**config.mk**
```make
export PLATFORM = sky130hd
export DESIGN_NAME = byte_seq_alu
export DESIGN_NICKNAME = d
export VERILOG_FILES = /design/src/rtl/bsa_pkg.sv /design/src/rtl/bsa_decode.sv /design/src/rtl/bsa_byte_unit.sv /design/src/rtl/bsa_seq.sv /design/src/rtl/byte_seq_alu.sv
export SDC_FILE = /design/constraint.sdc
export NUM_CORES = 1
export LEC_CHECK = 0
export CAP_MARGIN = 5
export CORE_UTILIZATION = 42
export DETAILED_ROUTE_END_ITERATION = 6
export GPL_TIMING_DRIVEN = 0
export HOLD_SLACK_MARGIN = 0.03
export PLACE_DENSITY = 0.66
export SYNTH_ARGS = -nofsm -noshare
export SYNTH_HDL_FRONTEND = slang
export SYNTH_SLANG_ARGS = --single-unit
```
**constraint.sdc**
```tcl
create_clock -name clk_i -period 5.45 [get_ports clk_i]
set_input_delay 0.545 -clock clk_i [delete_from_list [all_inputs] [get_ports clk_i]]
set_output_delay 0.545 -clock clk_i [all_outputs]
set_load 0.01 [all_outputs]
```
**src/rtl/bsa_pkg.sv**
```systemverilog
package bsa_pkg;
  timeunit 1ns;
  timeprecision 1ps;

  localparam int OP_W = 4;

  typedef enum logic [OP_W-1:0] {
    OP_ADD = 4'd0,
    OP_SUB = 4'd1,
    OP_INC = 4'd2,
    OP_DEC = 4'd3,
    OP_AND = 4'd4,
    OP_OR  = 4'd5,
    OP_XOR = 4'd6,
    OP_SHL = 4'd7,
    OP_SHR = 4'd8,
    OP_SRA = 4'd9,
    OP_EQ  = 4'd10,
    OP_SGT = 4'd11
  } op_e;

  typedef enum logic [2:0] {
    K_ARITH,
    K_AND,
    K_OR,
    K_XOR,
    K_SHL,
    K_SHR
  } kind_e;

  typedef enum logic [1:0] {
    SEED_ZERO,
    SEED_ONE,
    SEED_SIGN
  } seed_e;

  typedef struct packed {
    kind_e kind;
    logic  inv_b;   // add ~b: subtraction with carry as inverted borrow
    logic  zero_b;  // second operand forced to zero (inc/dec)
    logic  swap;    // operands exchanged (b - a)
    logic  rev;     // high byte first
    seed_e seed;
    logic  use_v;
    logic  is_eq;
    logic  is_gt;
  } ctl_t;
endpackage

```
**src/rtl/bsa_decode.sv**
```systemverilog
module bsa_decode
  import bsa_pkg::*;
(
  input  logic [OP_W-1:0] op_i,
  output ctl_t            ctl_o
);
  timeunit 1ns;
  timeprecision 1ps;

  always_comb begin
    ctl_o.kind   = K_ARITH;
    ctl_o.inv_b  = 1'b0;
    ctl_o.zero_b = 1'b0;
    ctl_o.swap   = 1'b0;
    ctl_o.rev    = 1'b0;
    ctl_o.seed   = SEED_ZERO;
    ctl_o.use_v  = 1'b1;
    ctl_o.is_eq  = 1'b0;
    ctl_o.is_gt  = 1'b0;
    case (op_e'(op_i))
      OP_SUB: begin
        ctl_o.inv_b = 1'b1;
        ctl_o.seed  = SEED_ONE;
      end
      OP_INC: begin
        ctl_o.zero_b = 1'b1;
        ctl_o.seed   = SEED_ONE;
      end
      OP_DEC: begin
        ctl_o.zero_b = 1'b1;
        ctl_o.inv_b  = 1'b1;
      end
      OP_AND: begin
        ctl_o.kind  = K_AND;
        ctl_o.use_v = 1'b0;
      end
      OP_OR: begin
        ctl_o.kind  = K_OR;
        ctl_o.use_v = 1'b0;
      end
      OP_XOR: begin
        ctl_o.kind  = K_XOR;
        ctl_o.use_v = 1'b0;
      end
      OP_SHL: ctl_o.kind = K_SHL;
      OP_SHR: begin
        ctl_o.kind  = K_SHR;
        ctl_o.rev   = 1'b1;
        ctl_o.use_v = 1'b0;
      end
      OP_SRA: begin
        ctl_o.kind  = K_SHR;
        ctl_o.rev   = 1'b1;
        ctl_o.seed  = SEED_SIGN;
        ctl_o.use_v = 1'b0;
      end
      OP_EQ: begin
        ctl_o.inv_b = 1'b1;
        ctl_o.seed  = SEED_ONE;
        ctl_o.is_eq = 1'b1;
      end
      OP_SGT: begin
        ctl_o.inv_b = 1'b1;
        ctl_o.seed  = SEED_ONE;
        ctl_o.swap  = 1'b1;
        ctl_o.is_gt = 1'b1;
      end
      default: ;  // add and reserved codes
    endcase
  end
endmodule

```
**src/rtl/bsa_byte_unit.sv**
```systemverilog
module bsa_byte_unit
  import bsa_pkg::*;
#(
  parameter int BYTE_W = 8
) (
  input  kind_e             kind_i,
  input  logic              inv_b_i,
  input  logic [BYTE_W-1:0] x_i,
  input  logic [BYTE_W-1:0] y_i,
  input  logic              cin_i,
  output logic [BYTE_W-1:0] q_o,
  output logic              cout_o,
  output logic              cmsb_o   // carry/bit entering the top position
);
  timeunit 1ns;
  timeprecision 1ps;

  logic [BYTE_W-1:0] yb;
  logic [BYTE_W:0]   sum;
  logic [BYTE_W-1:0] low;

  assign yb  = inv_b_i ? ~y_i : y_i;
  assign sum = {1'b0, x_i} + {1'b0, yb} + {{BYTE_W{1'b0}}, cin_i};
  assign low = {1'b0, x_i[BYTE_W-2:0]} + {1'b0, yb[BYTE_W-2:0]}
             + {{(BYTE_W-1){1'b0}}, cin_i};

  always_comb begin
    q_o    = x_i;
    cout_o = cin_i;
    cmsb_o = cin_i;
    case (kind_i)
      K_ARITH: begin
        q_o    = sum[BYTE_W-1:0];
        cout_o = sum[BYTE_W];
        cmsb_o = low[BYTE_W-1];
      end
      K_AND: q_o = x_i & y_i;
      K_OR:  q_o = x_i | y_i;
      K_XOR: q_o = x_i ^ y_i;
      K_SHL: begin
        q_o    = {x_i[BYTE_W-2:0], cin_i};
        cout_o = x_i[BYTE_W-1];
        cmsb_o = x_i[BYTE_W-2];
      end
      K_SHR: begin
        q_o    = {cin_i, x_i[BYTE_W-1:1]};
        cout_o = x_i[0];
      end
      default: ;
    endcase
  end
endmodule

```
**src/rtl/bsa_seq.sv**
```systemverilog
module bsa_seq #(
  parameter  int NUM_STEPS = 2,
  localparam int CNT_W     = (NUM_STEPS > 1) ? $clog2(NUM_STEPS) : 1
) (
  input  logic             clk_i,
  input  logic             rst_ni,
  input  logic             start_i,
  output logic             accept_o,
  output logic             busy_o,
  output logic             last_o,
  output logic             done_o,
  output logic [CNT_W-1:0] cnt_o
);
  timeunit 1ns;
  timeprecision 1ps;

  logic             busy_q, done_q;
  logic [CNT_W-1:0] cnt_q;

  assign accept_o = start_i & ~busy_q;
  assign last_o   = busy_q && (cnt_q == CNT_W'(NUM_STEPS - 1));
  assign busy_o   = busy_q;
  assign done_o   = done_q;
  assign cnt_o    = cnt_q;

  always_ff @(posedge clk_i or negedge rst_ni) begin
    if (!rst_ni) begin
      busy_q <= 1'b0;
      done_q <= 1'b0;
      cnt_q  <= '0;
    end else begin
      done_q <= last_o;
      if (accept_o) begin
        busy_q <= 1'b1;
        cnt_q  <= '0;
      end else if (last_o) begin
        busy_q <= 1'b0;
      end else if (busy_q) begin
        cnt_q <= cnt_q + 1'b1;
      end
    end
  end
endmodule

```
**src/rtl/byte_seq_alu.sv**
```systemverilog
module byte_seq_alu
  import bsa_pkg::*;
#(
  parameter  int BYTE_W    = 8,
  parameter  int NUM_BYTES = 2,
  localparam int DATA_W    = BYTE_W * NUM_BYTES
) (
  input  logic              clk_i,
  input  logic              rst_ni,
  input  logic              start_i,
  input  logic [OP_W-1:0]   op_i,
  input  logic [DATA_W-1:0] a_i,
  input  logic [DATA_W-1:0] b_i,
  output logic [DATA_W-1:0] result_o,
  output logic              done_o,
  output logic              c_o,
  output logic              z_o,
  output logic              v_o,
  output logic              n_o
);
  timeunit 1ns;
  timeprecision 1ps;

  localparam int CNT_W = (NUM_BYTES > 1) ? $clog2(NUM_BYTES) : 1;

  ctl_t              ctl_in, ctl_q;
  logic              accept, busy, last;
  logic [CNT_W-1:0]  cnt, idx;
  logic [DATA_W-1:0] opx_q, opy_q, part_q, part_next;
  logic              carry_q, zacc_q, seed_bit;
  logic [BYTE_W-1:0] x_byte, y_byte, q_byte;
  logic              cout, cmsb, zero_all, v_fin, cmp_bit;

  bsa_decode i_decode (
    .op_i (op_i),
    .ctl_o(ctl_in)
  );

  bsa_seq #(.NUM_STEPS(NUM_BYTES)) i_seq (
    .clk_i   (clk_i),
    .rst_ni  (rst_ni),
    .start_i (start_i),
    .accept_o(accept),
    .busy_o  (busy),
    .last_o  (last),
    .done_o  (done_o),
    .cnt_o   (cnt)
  );

  always_comb begin
    case (ctl_in.seed)
      SEED_ONE:  seed_bit = 1'b1;
      SEED_SIGN: seed_bit = a_i[DATA_W-1];
      default:   seed_bit = 1'b0;
    endcase
  end

  assign idx    = ctl_q.rev ? (CNT_W'(NUM_BYTES - 1) - cnt) : cnt;
  assign x_byte = opx_q[int'(idx)*BYTE_W +: BYTE_W];
  assign y_byte = opy_q[int'(idx)*BYTE_W +: BYTE_W];

  bsa_byte_unit #(.BYTE_W(BYTE_W)) i_byte (
    .kind_i (ctl_q.kind),
    .inv_b_i(ctl_q.inv_b),
    .x_i    (x_byte),
    .y_i    (y_byte),
    .cin_i  (carry_q),
    .q_o    (q_byte),
    .cout_o (cout),
    .cmsb_o (cmsb)
  );

  always_comb begin
    part_next = part_q;
    part_next[int'(idx)*BYTE_W +: BYTE_W] = q_byte;
  end

  assign zero_all = zacc_q & (q_byte == '0);
  // forward ops finish on the top byte, so cout/cmsb belong to bit DATA_W-1
  assign v_fin    = ctl_q.use_v & (cout ^ cmsb);
  assign cmp_bit  = ctl_q.is_eq ? zero_all : (part_next[DATA_W-1] ^ v_fin);

  always_ff @(posedge clk_i or negedge rst_ni) begin
    if (!rst_ni) begin
      ctl_q    <= '0;
      opx_q    <= '0;
      opy_q    <= '0;
      part_q   <= '0;
      carry_q  <= 1'b0;
      zacc_q   <= 1'b1;
      result_o <= '0;
      c_o      <= 1'b0;
      z_o      <= 1'b0;
      v_o      <= 1'b0;
      n_o      <= 1'b0;
    end else if (accept) begin
      ctl_q   <= ctl_in;
      opx_q   <= ctl_in.swap ? b_i : a_i;
      opy_q   <= ctl_in.zero_b ? '0 : (ctl_in.swap ? a_i : b_i);
      part_q  <= '0;
      carry_q <= seed_bit;
      zacc_q  <= 1'b1;
    end else if (busy) begin
      part_q  <= part_next;
      carry_q <= cout;
      zacc_q  <= zero_all;
      if (last) begin
        result_o <= (ctl_q.is_eq || ctl_q.is_gt) ? {{(DATA_W-1){1'b0}}, cmp_bit}
                                                  : part_next;
        c_o <= cout;
        z_o <= zero_all;
        v_o <= v_fin;
        n_o <= part_next[DATA_W-1];
      end
    end
  end
endmodule

```
==> run_summary.xml <==
<?xml version="1.0" encoding="UTF-8"?>
<metrics>
  <group name="synth">
    <metric name="post_synth_inst_count" unit="">510</metric>
    <metric name="postSynth.topFlopCell" unit="">dfrtp_1</metric>
    <metric name="asyncSetResetFlopFracSynth" unit="">1.00</metric>
    <metric name="avgSynthCellArea" unit="µm²">9.65</metric>
    <metric name="ys.warnings.count" unit="">0</metric>
    <metric name="synthesis.area" unit="µm²">4920</metric>
    <metric name="postSynthRegisterBits" unit="">81</metric>
    <metric name="postSynthNetCount" unit="">576</metric>
    <metric name="post_synthesis_cell_type_count" unit="">59</metric>
    <metric name="synth_seq_area_share" unit="">0.412</metric>
    <metric name="synth_edf_count" unit="">0</metric>
  </group>
  <group name="power_and_ir_drop">
    <metric name="worst_ir_drop_vdd" unit="mV">0.252</metric>
    <metric name="power_density" unit="nW/µm²">733</metric>
    <metric name="power.static_leakage" unit="nW">2.91</metric>
  </group>
  <group name="clock_network">
    <metric name="clock_sink_count" unit="">81</metric>
    <metric name="cts_tree" unit="">yes</metric>
    <metric name="clk_pin_slew" unit="ns">0.07</metric>
    <metric name="numCtsBuffers" unit="">9</metric>
    <metric name="cts_htree_levels" unit="">3</metric>
    <metric name="cts_post_setup_buffers_inserted" unit="">0</metric>
    <metric name="worst_skew_pair_later_pin_latency" unit="ns">0.34</metric>
    <metric name="cts-root-buf" unit="">clkbuf_16</metric>
    <metric name="cts.path.max_buffers" unit="">2</metric>
    <metric name="cts-hold-fix-buffers" unit="">0</metric>
    <metric name="cts_resized" unit="">0</metric>
  </group>
  <group name="worst_setup_path">
    <metric name="critical_path_data_arrival_time" unit="ns">4.93</metric>
    <metric name="critPathMaxFanout" unit="">10</metric>
    <metric name="path_class" unit="">flop to flop</metric>
    <metric name="critPathLaunchType" unit="">flop</metric>
    <metric name="timing.critical_path.mode_cell" unit="">fa_1</metric>
    <metric name="r2r_end" unit="">result_o[0]</metric>
    <metric name="timing.critical_path.slowest_stage_cell" unit="">dfrtp_1</metric>
    <metric name="r2r_setup_slack" unit="ns">0.79</metric>
    <metric name="critPathMaxStageDelay" unit="ns">0.50</metric>
    <metric name="reg2regPathDepth" unit="">15</metric>
    <metric name="critPathCaptureType" unit="">flop</metric>
    <metric name="critical_path.cell_chain" unit="">xor2_2, buf_4, mux2i_1, xor2_1, fa_1, inv_1, fa_1, nand3_1, a21boi_0, o41ai_1, o221a_2, xnor2_1, a21bo_1, a311o_1, a31oi_1</metric>
    <metric name="worstReg2RegStart" unit="">i_seq.cnt_o</metric>
    <metric name="cp.required" unit="ns">5.72</metric>
  </group>
  <group name="global_routing">
    <metric name="grt_first_pass_wirelength" unit="µm">20700</metric>
    <metric name="total_congestion_overflow_after_global_routing" unit="">0</metric>
    <metric name="grt_antenna_before_repair" unit="">0</metric>
    <metric name="pin_count_of_the_biggest_net_entering_global_routing" unit="">54</metric>
    <metric name="grt_util_met3" unit="">0.0423</metric>
    <metric name="met1_usage" unit="">0.295</metric>
    <metric name="grt_use_met2" unit="">0.386</metric>
    <metric name="grt_usage" unit="">0.227</metric>
    <metric name="gr-max-usage-layer" unit="">met2</metric>
    <metric name="first_global_vias" unit="">4009</metric>
  </group>
  <group name="timing">
    <metric name="maxSlewHeadroom" unit="">0.474</metric>
    <metric name="fmax" unit="MHz">215</metric>
    <metric name="timing.clock.skew" unit="ns">0.00633</metric>
    <metric name="finalSetupViolCount" unit="">0</metric>
    <metric name="finalWorstPathRequiredPeriod" unit="ns">4.66</metric>
    <metric name="tns_setup" unit="ns">0</metric>
    <metric name="finalMaxSlewViolations" unit="">0</metric>
    <metric name="setup_repair_after_global_routing_missed_its_margin" unit="">false</metric>
    <metric name="finalHoldViolCount" unit="">0</metric>
    <metric name="tightestPinTransition" unit="ns">0.768</metric>
    <metric name="finalCritPeriodShare" unit="">0.855</metric>
  </group>
  <group name="floorplanning">
    <metric name="chipWidth" unit="µm">110</metric>
    <metric name="fp.coreArea" unit="µm²">11400</metric>
    <metric name="floorplan.die.height" unit="µm">110</metric>
    <metric name="io_pins" unit="">60</metric>
    <metric name="initial_core_util" unit="">0.431</metric>
    <metric name="fp-row-count" unit="">39</metric>
    <metric name="die_area" unit="µm²">12200</metric>
  </group>
  <group name="cells_and_area">
    <metric name="final_nets" unit="">647</metric>
    <metric name="antenna_cells" unit="">0</metric>
    <metric name="drive_gt1_frac" unit="">0.0734</metric>
    <metric name="design_area" unit="µm²">6010</metric>
    <metric name="syn_to_final_growth" unit="%">22.2</metric>
  </group>
  <group name="routing">
    <metric name="number_of_remaining_drc_errors" unit="">0</metric>
    <metric name="vias" unit="">4110</metric>
    <metric name="drt_iter0_drc" unit="">251</metric>
    <metric name="drt_first_pass_iters" unit="">5</metric>
    <metric name="drtAntennaViolNets" unit="">0</metric>
    <metric name="totalWireLength" unit="µm">12800</metric>
    <metric name="vias_per_cell" unit="">5.64</metric>
    <metric name="wl_per_cell" unit="µm">17.6</metric>
  </group>
  <group name="placed_design">
    <metric name="dp_hpwl" unit="µm">9660</metric>
    <metric name="placed_area" unit="µm²">5710</metric>
    <metric name="numPortBuffers" unit="">58</metric>
    <metric name="gpl.final_weighted_congestion" unit="">0.914</metric>
  </group>
  <group name="run">
    <metric name="maxCapViolCount" unit="">0</metric>
  </group>
  <group name="worst_hold_path">
    <metric name="holdCritPathClass" unit="">input pin to async pin</metric>
  </group>
  <group name="outcome">
    <metric name="status" unit="">finished clean</metric>
  </group>
</metrics>
cell type report:
cell class	instances	area, µm²
Tap cell	143	179
Fill cell	1079	5400
Timing Repair Buffer	60	611
Clock buffer	9	225
Sequential cell	81	2030
Clock inverter	7	77.6
Buffer	29	114
Inverter	34	128
Multi-Input combinational cell	366	2650
how the worst max path moves through the flow:
stage / from / to / cells after the start
2_1_floorplan: i_seq.cnt_o / zacc_q / 13
3_3_place_gp: rst_ni / opx_q[7] / 1
3_5_place_dp: i_seq.cnt_o / result_o[0] / 15
4_1_cts: i_seq.cnt_o / result_o[0] / 15
5_1_grt: i_seq.cnt_o / result_o[0] / 15
6_report: i_seq.cnt_o / result_o[0] / 15
power by group:
group	leakage (nW)	switching, mW	total [mW]	internal, mW
logic	1.75	1.61	2.78	1.17
clock network	0.140	0.259	0.618	0.359
registers	1.03	0.151	1.01	0.864
synthesized netlist by cell type, types with 2 or more instances:
master,n,area [µm²]
xor2_1,2,17.5
a31oi_1,2,12.5
dfrtp_1,80,2000
or2_2,3,18.8
buf_1,4,15.0
nor2_1,21,78.8
o22ai_1,5,31.3
nor2b_1,2,12.5
mux4_2,2,45.0
o31ai_1,8,60.1
and2_1,3,18.8
mux2_2,7,78.8
fa_1,2,40.0
a21oi_1,13,65.1
nand2_1,72,270
inv_2,2,7.51
o41ai_1,3,26.3
a221oi_1,4,35.0
nand2b_1,5,31.3
a22o_1,32,280
inv_1,32,120
ha_1,25,313
a2bb2oi_1,2,17.5
a222oi_1,2,20.0
xnor2_1,12,105
nor3_1,3,15.0
o221ai_1,2,17.5
a211oi_1,5,37.5
mux2i_1,49,490
o21ai_0,49,245
or3_1,2,12.5
clkbuf_1,23,86.3
nand3b_1,2,15.0
nand3_1,5,25.0
cell usage in the layout (no fill, tap or decap), types with 2 or more instances in the layout:
| cell type | Yosys | layout |
|---|---|---|
| o311ai_1 | 1 | 2 |
| fa_1 | 2 | 2 |
| buf_2 | 1 | 2 |
| clkbuf_16 | 0 | 9 |
| xor2_1 | 2 | 2 |
| clkdlybuf4s50_1 | 0 | 57 |
| or2_2 | 3 | 3 |
| o21ai_0 | 49 | 49 |
| or3_1 | 2 | 2 |
| o22ai_1 | 5 | 5 |
| clkinvlp_4 | 0 | 3 |
| buf_1 | 4 | 4 |
| mux4_2 | 2 | 2 |
| o221ai_1 | 2 | 2 |
| and2_1 | 3 | 3 |
| a211oi_1 | 5 | 5 |
| nor3_1 | 3 | 3 |
| buf_4 | 1 | 2 |
| a31oi_1 | 2 | 2 |
| a222oi_1 | 2 | 2 |
| inv_2 | 2 | 2 |
| o31ai_1 | 8 | 8 |
| mux2_2 | 7 | 7 |
| xnor2_1 | 12 | 12 |
| nor2b_1 | 2 | 2 |
| dfrtp_1 | 80 | 80 |
| a21oi_1 | 13 | 13 |
| a22o_1 | 32 | 32 |
| a2bb2oi_1 | 2 | 2 |
| nand2b_1 | 5 | 5 |
| nand2_1 | 72 | 72 |
| nor2_1 | 21 | 21 |
| o41ai_1 | 3 | 3 |
| inv_1 | 32 | 32 |
| clkbuf_1 | 23 | 23 |
| a221oi_1 | 4 | 4 |
| nand3_1 | 5 | 5 |
| mux2i_1 | 49 | 49 |
| nand3b_1 | 2 | 2 |
| ha_1 | 25 | 25 |
state kept, by name, indices dropped and copies added (netlist names), 8 cells and up:
| signal | flops |
|---|---|
| part_q | 16 |
| ctl_q | 8 |
| opy_q | 16 |
| opx_q | 16 |
| result_o | 16 |
critical path: cells and delay by family, from the launching register on:
| family | cells | cell delay [ns] |
|---|---|---|
| AOI/OAI and AO/OA | 6 | 1.71 |
| xor gates and xnor gates | 3 | 0.78 |
| adders and majority gates | 2 | 0.69 |
| DFF | 1 | 0.50 |
| muxes | 1 | 0.39 |
| buffers and inverters | 2 | 0.38 |
| and+or+nand+nor | 1 | 0.12 |
metrics by stage:
step / utilization / power [mW] / setup WS, ns / hold slack [ns] / instances
3_5_place_dp: 0.500 / 3.77 / 0.885 / 0.456 / 713
5_1_grt: 0.527 / 4.77 / 0.571 / 0.159 / 729
3_3_place_gp: 0.498 / 3.69 / 0.919 / 0.450 / 711
6_report: 0.527 / 4.41 / 0.790 / 0.142 / 729
2_1_floorplan: - / 2.96 / 1.74 / 0.249 / 510
4_1_cts: 0.527 / 4.41 / 0.825 / 0.145 / 729
logic make-up (layout without fill, tap and decap cells):
family / Yosys count / in the layout / synth area share
DFF: 81 / 81 / 0.412
AOI/OAI and AO/OA: 141 / 141 / 0.199
xor gates and xnor gates: 16 / 16 / 0.0315
buffers and inverters: 63 / 139 / 0.0491
and+or+nand+nor: 123 / 123 / 0.109
muxes: 59 / 59 / 0.128
adders and majority gates: 27 / 27 / 0.0717
layer usage:
metal,vias to the layer above,part of all wire
li1,1978,-
met1,1986,0.46
met2,131,0.48
met3,15,0.047
met4,0,0.014
met5,-,0
Note: power is estimated with default switching activity, not from simulation.
